File: src/rtl/irq_fixprio_pkg.sv
package irq_fixprio_pkg;

  localparam int N_SRC = 7;
  localparam int SRC_W = $clog2(N_SRC);

  // priority index: lower value wins
  typedef enum logic [SRC_W-1:0] {
    SRC_EXT0   = 3'd0,
    SRC_TMR0   = 3'd1,
    SRC_EXT1   = 3'd2,
    SRC_PWM    = 3'd3,
    SRC_BUSTMR = 3'd4,
    SRC_I2C    = 3'd5,
    SRC_ADC    = 3'd6
  } src_id_t;

  typedef enum logic [1:0] {
    ST_IDLE  = 2'd0,
    ST_OFFER = 2'd1,
    ST_BUSY  = 2'd2
  } ctl_state_t;

  // slot number in the vector table, independent of the ranking
  function automatic logic [SRC_W-1:0] vec_slot(input logic [SRC_W-1:0] s);
    logic [SRC_W-1:0] r;
    case (src_id_t'(s))
      SRC_EXT0:   r = 3'd0;
      SRC_TMR0:   r = 3'd1;
      SRC_EXT1:   r = 3'd2;
      SRC_BUSTMR: r = 3'd3;
      SRC_I2C:    r = 3'd4;
      SRC_ADC:    r = 3'd5;
      SRC_PWM:    r = 3'd6;
      default:    r = 3'd7;
    endcase
    return r;
  endfunction

endpackage

File: src/rtl/irq_en_reg.sv
module irq_en_reg #(
  parameter int N = 7
) (
  input  logic         clk,
  input  logic         rst,
  input  logic         we,
  input  logic [N:0]   wdata,
  output logic [N-1:0] en_eff
);

  logic [N-1:0] en_q;
  logic         gie_q;

  always_ff @(posedge clk) begin
    if (rst) begin
      en_q  <= '0;
      gie_q <= 1'b0;
    end else if (we) begin
      en_q  <= wdata[N-1:0];
      gie_q <= wdata[N];
    end
  end

  assign en_eff = en_q & {N{gie_q}};

endmodule

File: src/rtl/irq_prio_pick.sv
module irq_prio_pick #(
  parameter int N  = 7,
  parameter int IW = $clog2(N)
) (
  input  logic [N-1:0]  elig,
  output logic          any,
  output logic [IW-1:0] idx
);

  logic [N-1:0] blk;
  logic [N-1:0] grant;

  assign blk[0] = 1'b0;

  for (genvar i = 0; i < N; i++) begin : g_chain
    assign grant[i] = elig[i] & ~blk[i];
    if (i < N - 1) begin : g_next
      assign blk[i+1] = blk[i] | elig[i];
    end
  end

  always_comb begin
    idx = '0;
    for (int i = 0; i < N; i++) begin
      if (grant[i]) idx = idx | IW'(i);
    end
  end

  assign any = |elig;

endmodule

File: src/rtl/irq_vec_map.sv
module irq_vec_map
  import irq_fixprio_pkg::*;
#(
  parameter int ADDR_W     = 16,
  parameter int VEC_BASE   = 3,
  parameter int VEC_STRIDE = 8
) (
  input  logic [SRC_W-1:0]  src,
  output logic [ADDR_W-1:0] addr
);

  logic [ADDR_W-1:0] slot_w;

  assign slot_w = ADDR_W'(vec_slot(src));
  assign addr   = ADDR_W'(VEC_BASE) + slot_w * ADDR_W'(VEC_STRIDE);

endmodule

File: src/rtl/irq_fixprio_ctrl.sv
module irq_fixprio_ctrl
  import irq_fixprio_pkg::*;
#(
  parameter int ADDR_W     = 16,
  parameter int VEC_BASE   = 3,
  parameter int VEC_STRIDE = 8
) (
  input  logic              clk,
  input  logic              rst,
  input  logic [N_SRC-1:0]  irq_req,
  input  logic              en_we,
  input  logic [N_SRC:0]    en_wdata,
  input  logic              cpu_ack,
  input  logic              reti,
  output logic              vec_valid,
  output logic [ADDR_W-1:0] vec_addr,
  output logic [SRC_W-1:0]  vec_src,
  output logic [N_SRC-1:0]  src_ack
);

  logic [N_SRC-1:0]  en_eff;
  logic [N_SRC-1:0]  elig;
  logic              pick_any;
  logic [SRC_W-1:0]  pick_idx;
  logic [ADDR_W-1:0] pick_addr;
  ctl_state_t        state;
  logic              busy;

  irq_en_reg #(.N(N_SRC)) u_en (
    .clk    (clk),
    .rst    (rst),
    .we     (en_we),
    .wdata  (en_wdata),
    .en_eff (en_eff)
  );

  assign elig = irq_req & en_eff;

  irq_prio_pick #(.N(N_SRC), .IW(SRC_W)) u_pick (
    .elig (elig),
    .any  (pick_any),
    .idx  (pick_idx)
  );

  irq_vec_map #(
    .ADDR_W     (ADDR_W),
    .VEC_BASE   (VEC_BASE),
    .VEC_STRIDE (VEC_STRIDE)
  ) u_map (
    .src  (pick_idx),
    .addr (pick_addr)
  );

  always_ff @(posedge clk) begin
    if (rst) begin
      state     <= ST_IDLE;
      vec_valid <= 1'b0;
      vec_addr  <= '0;
      vec_src   <= '0;
      src_ack   <= '0;
    end else begin
      src_ack <= '0;
      case (state)
        ST_IDLE: begin
          if (pick_any) begin
            vec_valid <= 1'b1;
            vec_addr  <= pick_addr;
            vec_src   <= pick_idx;
            state     <= ST_OFFER;
          end
        end
        ST_OFFER: begin
          if (cpu_ack) begin
            vec_valid <= 1'b0;
            src_ack   <= N_SRC'(1) << vec_src;
            state     <= ST_BUSY;
          end
        end
        ST_BUSY: begin
          if (reti) state <= ST_IDLE;
        end
        default: state <= ST_IDLE;
      endcase
    end
  end

  assign busy = (state == ST_BUSY);

endmodule

File: config.mk
export PLATFORM = sky130hd
export DESIGN_NAME = irq_fixprio_ctrl
export DESIGN_NICKNAME = d
export VERILOG_FILES = /design/src/rtl/irq_fixprio_pkg.sv /design/src/rtl/irq_en_reg.sv /design/src/rtl/irq_prio_pick.sv /design/src/rtl/irq_vec_map.sv /design/src/rtl/irq_fixprio_ctrl.sv
export SDC_FILE = /design/constraint.sdc
export NUM_CORES = 1
export LEC_CHECK = 0
export BUFFER_PORTS_ARGS = -buffer_cell sky130_fd_sc_hd__buf_2
export CAP_MARGIN = 20
export CORE_AREA = 2 2 54 56
export CTS_BUF_LIST = sky130_fd_sc_hd__clkbuf_8
export CTS_CLUSTER_DIAMETER = 50
export CTS_CLUSTER_SIZE = 20
export DETAILED_ROUTE_END_ITERATION = 10
export DIE_AREA = 0 0 56 58
export MAX_ROUTING_LAYER = met4
export PLACE_DENSITY = 0.72
export REMOVE_ABC_BUFFERS = 1
export SYNTH_ARGS = -nofsm -noshare
export SYNTH_HDL_FRONTEND = slang
export SYNTH_SLANG_ARGS = --single-unit
File: constraint.sdc
create_clock -name clk -period 2.2 [get_ports clk]
set_clock_uncertainty 0.2 [all_clocks]
set_input_delay 0.11 -clock clk [delete_from_list [all_inputs] [get_ports clk]]
set_output_delay 0.11 -clock clk [all_outputs]
set_load 0.01 [all_outputs]
---- After elaboration in Yosys (flattened, before gate mapping) ----
Cells that the tools add are included.
word-level totals
  register bits ........................... 37
  input port bits ......................... 20
  word-level logic and storage cells ...... 63
operators by class
  $add $sub $neg .......................... 1
  equal/unequal tests ..................... 11
  shift operators ......................... 1
  multiplexer cells ....................... 14
  bitwise logic cells ..................... 21
  reduce and logical (&&, ||, !) cells .... 8
operators with widths
  kind                   number
  $pmux W3 S7            1
  $and A7 B7 Y7          2
  $mux W2                5
  $eq A3 B3 Y1 const B   3
  $mux W3                3
  $not A1 Y1             8
  $add A2 B6 Y7 const A  1
  $reduce_or A7 Y1       1
  $shl A1 B3 Y7 const A  1
  $and A1 B1 Y1          6
  $eq A3 B2 Y1 const B   2
  $ne A2 B2 Y1 const B   3
  $pmux W2 S3            1
  $reduce_and A3 Y1      2
  $or A1 B1 Y1           5
  $eq A3 B1 Y1 const B   1
  $logic_not A3 Y1       1
  $mux W1                3
  $reduce_or A3 Y1       1
  $eq A2 B1 Y1 const B   1
  $eq A2 B2 Y1 const B   1
  $logic_not A2 Y1       1
  $pmux W1 S2            1
  $reduce_and A2 Y1      1
  $reduce_bool A2 Y1     1

---- Longest topological paths before layout ----
  word-level depth ........................ 13
  gate-level depth with buffers ........... 6

---- By module ----
A second synthesis with hierarchy kept.
second synthesis, totals
  cell total of the unflattened synthesis .. 186
  area, all modules ....................... 1,819.2 um^2
by module, submodules not included
  module            instances  cells each  area each (um^2)  sequential area each (um^2)
  irq_fixprio_ctrl  1          122         1,271.2           580.6
  irq_en_reg        1          33          335.3             160.2
  irq_vec_map       1          20          146.4             0.0
  irq_prio_pick     1          11          66.3              0.0

---- Worst setup path before layout ----
OpenSTA, ideal clock, no wires.
  path type ............................... reg2reg
  start ................................... register u_en.gie_q
  end ..................................... register vec_addr[3]
  setup time .............................. 0.088 ns
  data arrival time ....................... 1.385 ns
  required time ........................... 1.912 ns
  slack ................................... 0.527 ns
  stages on the path, launching flop included .. 7
  path buffers ............................ 2
  period minus slack after synthesis ...... 1.673 ns
  cells stage by stage .................... dfxtp_1 > buf_4 > or3b_4 > a41oi_2 > buf_6 > nor2_1 > a311oi_2
on the way
  word-level cells in the longest chain between the ends .. 13
  elaborated cells between the ends (all ways) .. 36
  classes of those cells .................. add/sub (1); eq/ne (6); mux (7); bitwise (19); reduce/logical (3)
ends and longest elaborated chain
  element                                             line                                      RTL
  from (decl)                                         irq_en_reg.sv:12                          logic gie_q;
  from (signal assigned)                              irq_en_reg.sv:20                          gie_q <= wdata[N];
  $and A7 B7 Y7 (*)                                   irq_en_reg.sv:24                          assign en_eff = en_q & {N{gie_q}};
  $and A7 B7 Y7 (*)                                   irq_fixprio_ctrl.sv:37                    assign elig = irq_req & en_eff;
  $not A1 Y1 or $or A1 B1 Y1 (tied branches)          irq_prio_pick.sv:16, irq_prio_pick.sv:18
  $and A1 B1 Y1, or another cell as far along         irq_prio_pick.sv:16                       assign grant[i] = elig[i] & ~blk[i];
  $mux W1, or another cell as far along               irq_prio_pick.sv:25                       if (grant[i]) idx = idx | IW'(i);
  $mux W2, or another cell as far along (2 in a row)  irq_prio_pick.sv:25
  $mux W3, or another cell as far along               irq_prio_pick.sv:25
  $mux W3 or $and A1 B1 Y1 (tied branches)            irq_prio_pick.sv:25, irq_prio_pick.sv:16
  $mux W3                                             irq_prio_pick.sv:25
  $eq A3 B2 Y1, or another cell as far along          irq_fixprio_pkg.sv:26                     case (src_id_t'(s))
  $pmux W3 S7                                         irq_fixprio_pkg.sv:26
  $add A2 B6 Y7                                       irq_vec_map.sv:15                         assign addr = ADDR_W'(VEC_BASE) + slot_w * ADDR_W'(VEC_STRIDE);
  to (signal assigned)                                irq_fixprio_ctrl.sv:67                    vec_addr <= pick_addr;
  to (decl)                                           irq_fixprio_ctrl.sv:16                    output logic [ADDR_W-1:0] vec_addr,
Mark *: on every way between the ends. The rest lies on a longest branch, timed or not.
A chain may end at the register's enable or synchronous reset.

---- Worst setup path in the final report ----
Same ends and word-level chain as after synthesis.

==> flow_metrics.env <==
export IMPL_hold_slack_ps=34.5
export IMPL_grt_max_degree=22
export IMPL_clockPowerShare=0.310
export IMPL_die_height_um=58
export IMPL_critPathMaxFanout=11
export IMPL_power_density_mw_per_mm2=619
export IMPL_pwr_share_seq=0.546
export IMPL_min_path_cells=2
export IMPL_fin_util=0.537
export IMPL_clk_pin_slew_worst_paths_ps=90
export IMPL_row_count=19
export IMPL_dieWidth_um=56
export IMPL_cts_sinks=25
export IMPL_sw_frac_of_total=0.257
export IMPL_r2r_start="u_en.gie_q$_SDFFE_PP0P_"
export IMPL_ant_nets=0
export IMPL_core_mm2=0.00266
export IMPL_fin_ws_ps=357
export IMPL_slew_headroom=0.624
export IMPL_ys_seq_area_frac=0.442
export IMPL_start_kind="register"
export IMPL_syn_area_per_cell_um2=8.93
export IMPL_combPwrFrac=0.144
export IMPL_cts_root_buf="clkbuf_8"
export IMPL_start_util=0.426
export IMPL_post_cts_buffers=0
export IMPL_stdcell_area_mm2=0.00143
export IMPL_nets=192
export IMPL_first_iter_violations=12
export IMPL_ir_drop_mv=0.590
export IMPL_hold_class="input pin to register"
export IMPL_antenna_found_initial=0
export IMPL_grt_first_pass_wirelength_um=3880
export IMPL_drc=0
export IMPL_drive_gt1_frac=0.275
export IMPL_yosys_warnings=0
export IMPL_fmax_mhz=543
export IMPL_setup_viol=0
export IMPL_critical_path_required_ps=2180
export IMPL_cts_buffer_depth=2
export IMPL_syn_area_mm2=0.00113
export IMPL_overflow=0
export IMPL_r2r_cells=5
export IMPL_wl_um=2290
export IMPL_vias_per_cell=4.88
export IMPL_ys_seq_elements=25
export IMPL_drv_slew=0
export IMPL_hold_buffers=10
export IMPL_synthCells=127
export IMPL_fin_cells=202
export IMPL_wire_per_inst_um=11.3
export IMPL_cts_buffers=3
export IMPL_finalCriticalPeriod_ps=1840
export IMPL_cts_tree="built"
export IMPL_gp_congestion=0.753
export IMPL_post_dp_hpwl_um=1690
export IMPL_fillers=257
export IMPL_antenna_cells=0
export IMPL_placed_cells=188
export IMPL_setup_worst_path_start="u_en.gie_q$_SDFFE_PP0P_"
export IMPL_final_cell_mix="35 x buf_2, 25 x dfxtp_1, 23 x nor2_1, 11 x nand2_1, 11 x conb_1"
export IMPL_internal_power_uw=658
export IMPL_maxCapViolCount=0
export IMPL_grt_pass1_vias=900
export IMPL_port_buffers=35
export IMPL_worstHoldStart="rst"
export IMPL_final_common_cell="buf_2"
export IMPL_area_delta_synth_final_pct=26.0
export IMPL_status="finished clean"
export IMPL_dieArea_mm2=0.00325
export IMPL_dp_worst_setup_slack_ps=365
export IMPL_p_leak_nw=0.631
export IMPL_drtPass1Iterations=4
export IMPL_placed_area_mm2=0.00128
export IMPL_grt_use_total=0.153
export IMPL_ys_types=29
export IMPL_finalSetupTns_ps=0
export IMPL_worstSetupPathType="register to register"
export IMPL_rsz0062_at_grt="no"
export IMPL_hold_viol_final=0
export IMPL_power_switching_uw=227
export IMPL_tightest_slew_ps=564
export IMPL_clock_latency_ps=270
export IMPL_num_vias=985
export IMPL_end_kind="register"
export IMPL_finalCritPeriodShare=0.838
export IMPL_cp_arrival_ps=1820
export IMPL_io_pin_count=47
export IMPL_cts_resized=0
export IMPL_cts_htree_levels=1
export IMPL_power_uw=885
-- path summary, 6_finish.rpt --
kind	to	slack, ps
worst min register to register	vec_addr[1]$_SDFFE_PP0P_	300
worst min-delay path	vec_addr[1]$_SDFFE_PP0P_	30
worst max register to register	vec_addr[3]$_SDFFE_PP0P_	360
worst max-delay path	vec_addr[3]$_SDFFE_PP0P_	360
-- cell type report --
type / instances / area, um2 / share of cell area
clock buffer: 3 / 41.3 / 0.0289
clock inverter: 1 / 7.51 / 0.00525
multi-input combinational: 95 / 551 / 0.385
sequential: 25 / 500 / 0.350
tap: 31 / 38.8 / 0.0271
timing repair buffer: 47 / 290 / 0.203
-- critical path, stage by stage, from the launching register on --
cell	delay, ps
dfxtp_1	480
or3b_4	440
a41oi_2	160
buf_4	210
nor2_1	60
a311oi_2	220
-- sequential cells by signal, indices dropped and copies added, names as in the netlist --
signal and count:
vec_src 3, state 2, src_ack 7, u_en.gie_q 1, vec_valid 1, u_en.en_q 7
vec_addr 4
-- cells by family (layout without fill, tap and decap cells) --
kind of cell | after synthesis | count (layout) | synth area share
compound gates | 21 | 21 | 0.146
other cells | 1 | 11 | 0.00331
buf+inv | 17 | 51 | 0.106
flops | 25 | 25 | 0.442
mux | 8 | 8 | 0.0706
simple gates | 55 | 55 | 0.233
-- synth_stat cells, drive strengths merged --
| cell type | n | share of area |
|---|---|---|
| a21oi | 8 | 0.035 |
| nor3b | 2 | 0.013 |
| nand4 | 2 | 0.011 |
| a211oi | 1 | 0.011 |
| and2 | 2 | 0.011 |
| nand2b | 5 | 0.028 |
| and4 | 1 | 0.0077 |
| o21ai | 1 | 0.0044 |
| a41oi | 1 | 0.014 |
| nand2 | 11 | 0.036 |
| a21bo | 1 | 0.0088 |
| a22oi | 3 | 0.020 |
| conb | 1 | 0.0033 |
| nand3b | 1 | 0.0066 |
| clkbuf | 2 | 0.0066 |
| mux2i | 8 | 0.071 |
| dfxtp | 25 | 0.44 |
| nor2 | 23 | 0.076 |
| nor3 | 3 | 0.013 |
| o31ai | 1 | 0.0066 |
| or3 | 2 | 0.011 |
| or3b | 1 | 0.0099 |
| nand3 | 2 | 0.0088 |
| a31oi | 2 | 0.011 |
| o2111ai | 1 | 0.0077 |
| a311oi | 2 | 0.026 |
| buf | 15 | 0.099 |
-- routing by layer --
metal	wire length (um)	share of wire	GRT usage	vias up
li1	-	-	-	505
met1	1020	0.45	0.180	444
met2	1130	0.49	0.269	36
met3	133	0.058	0.0424	0
met4	0	0	0.0204	0
met5	0	0	-	-
-- power groups by stage --
stage	combinational, mW	sequential [mW]	clock (mW)
final	0.127	0.483	0.274
after CTS	0.126	0.483	0.282
after global routing	0.142	0.486	0.302
after floorplan	0.0627	0.494	0
after detailed placement	0.112	0.493	0
after global placement	0.110	0.493	0
No activity file was read; power rests on OpenSTA's default activity.
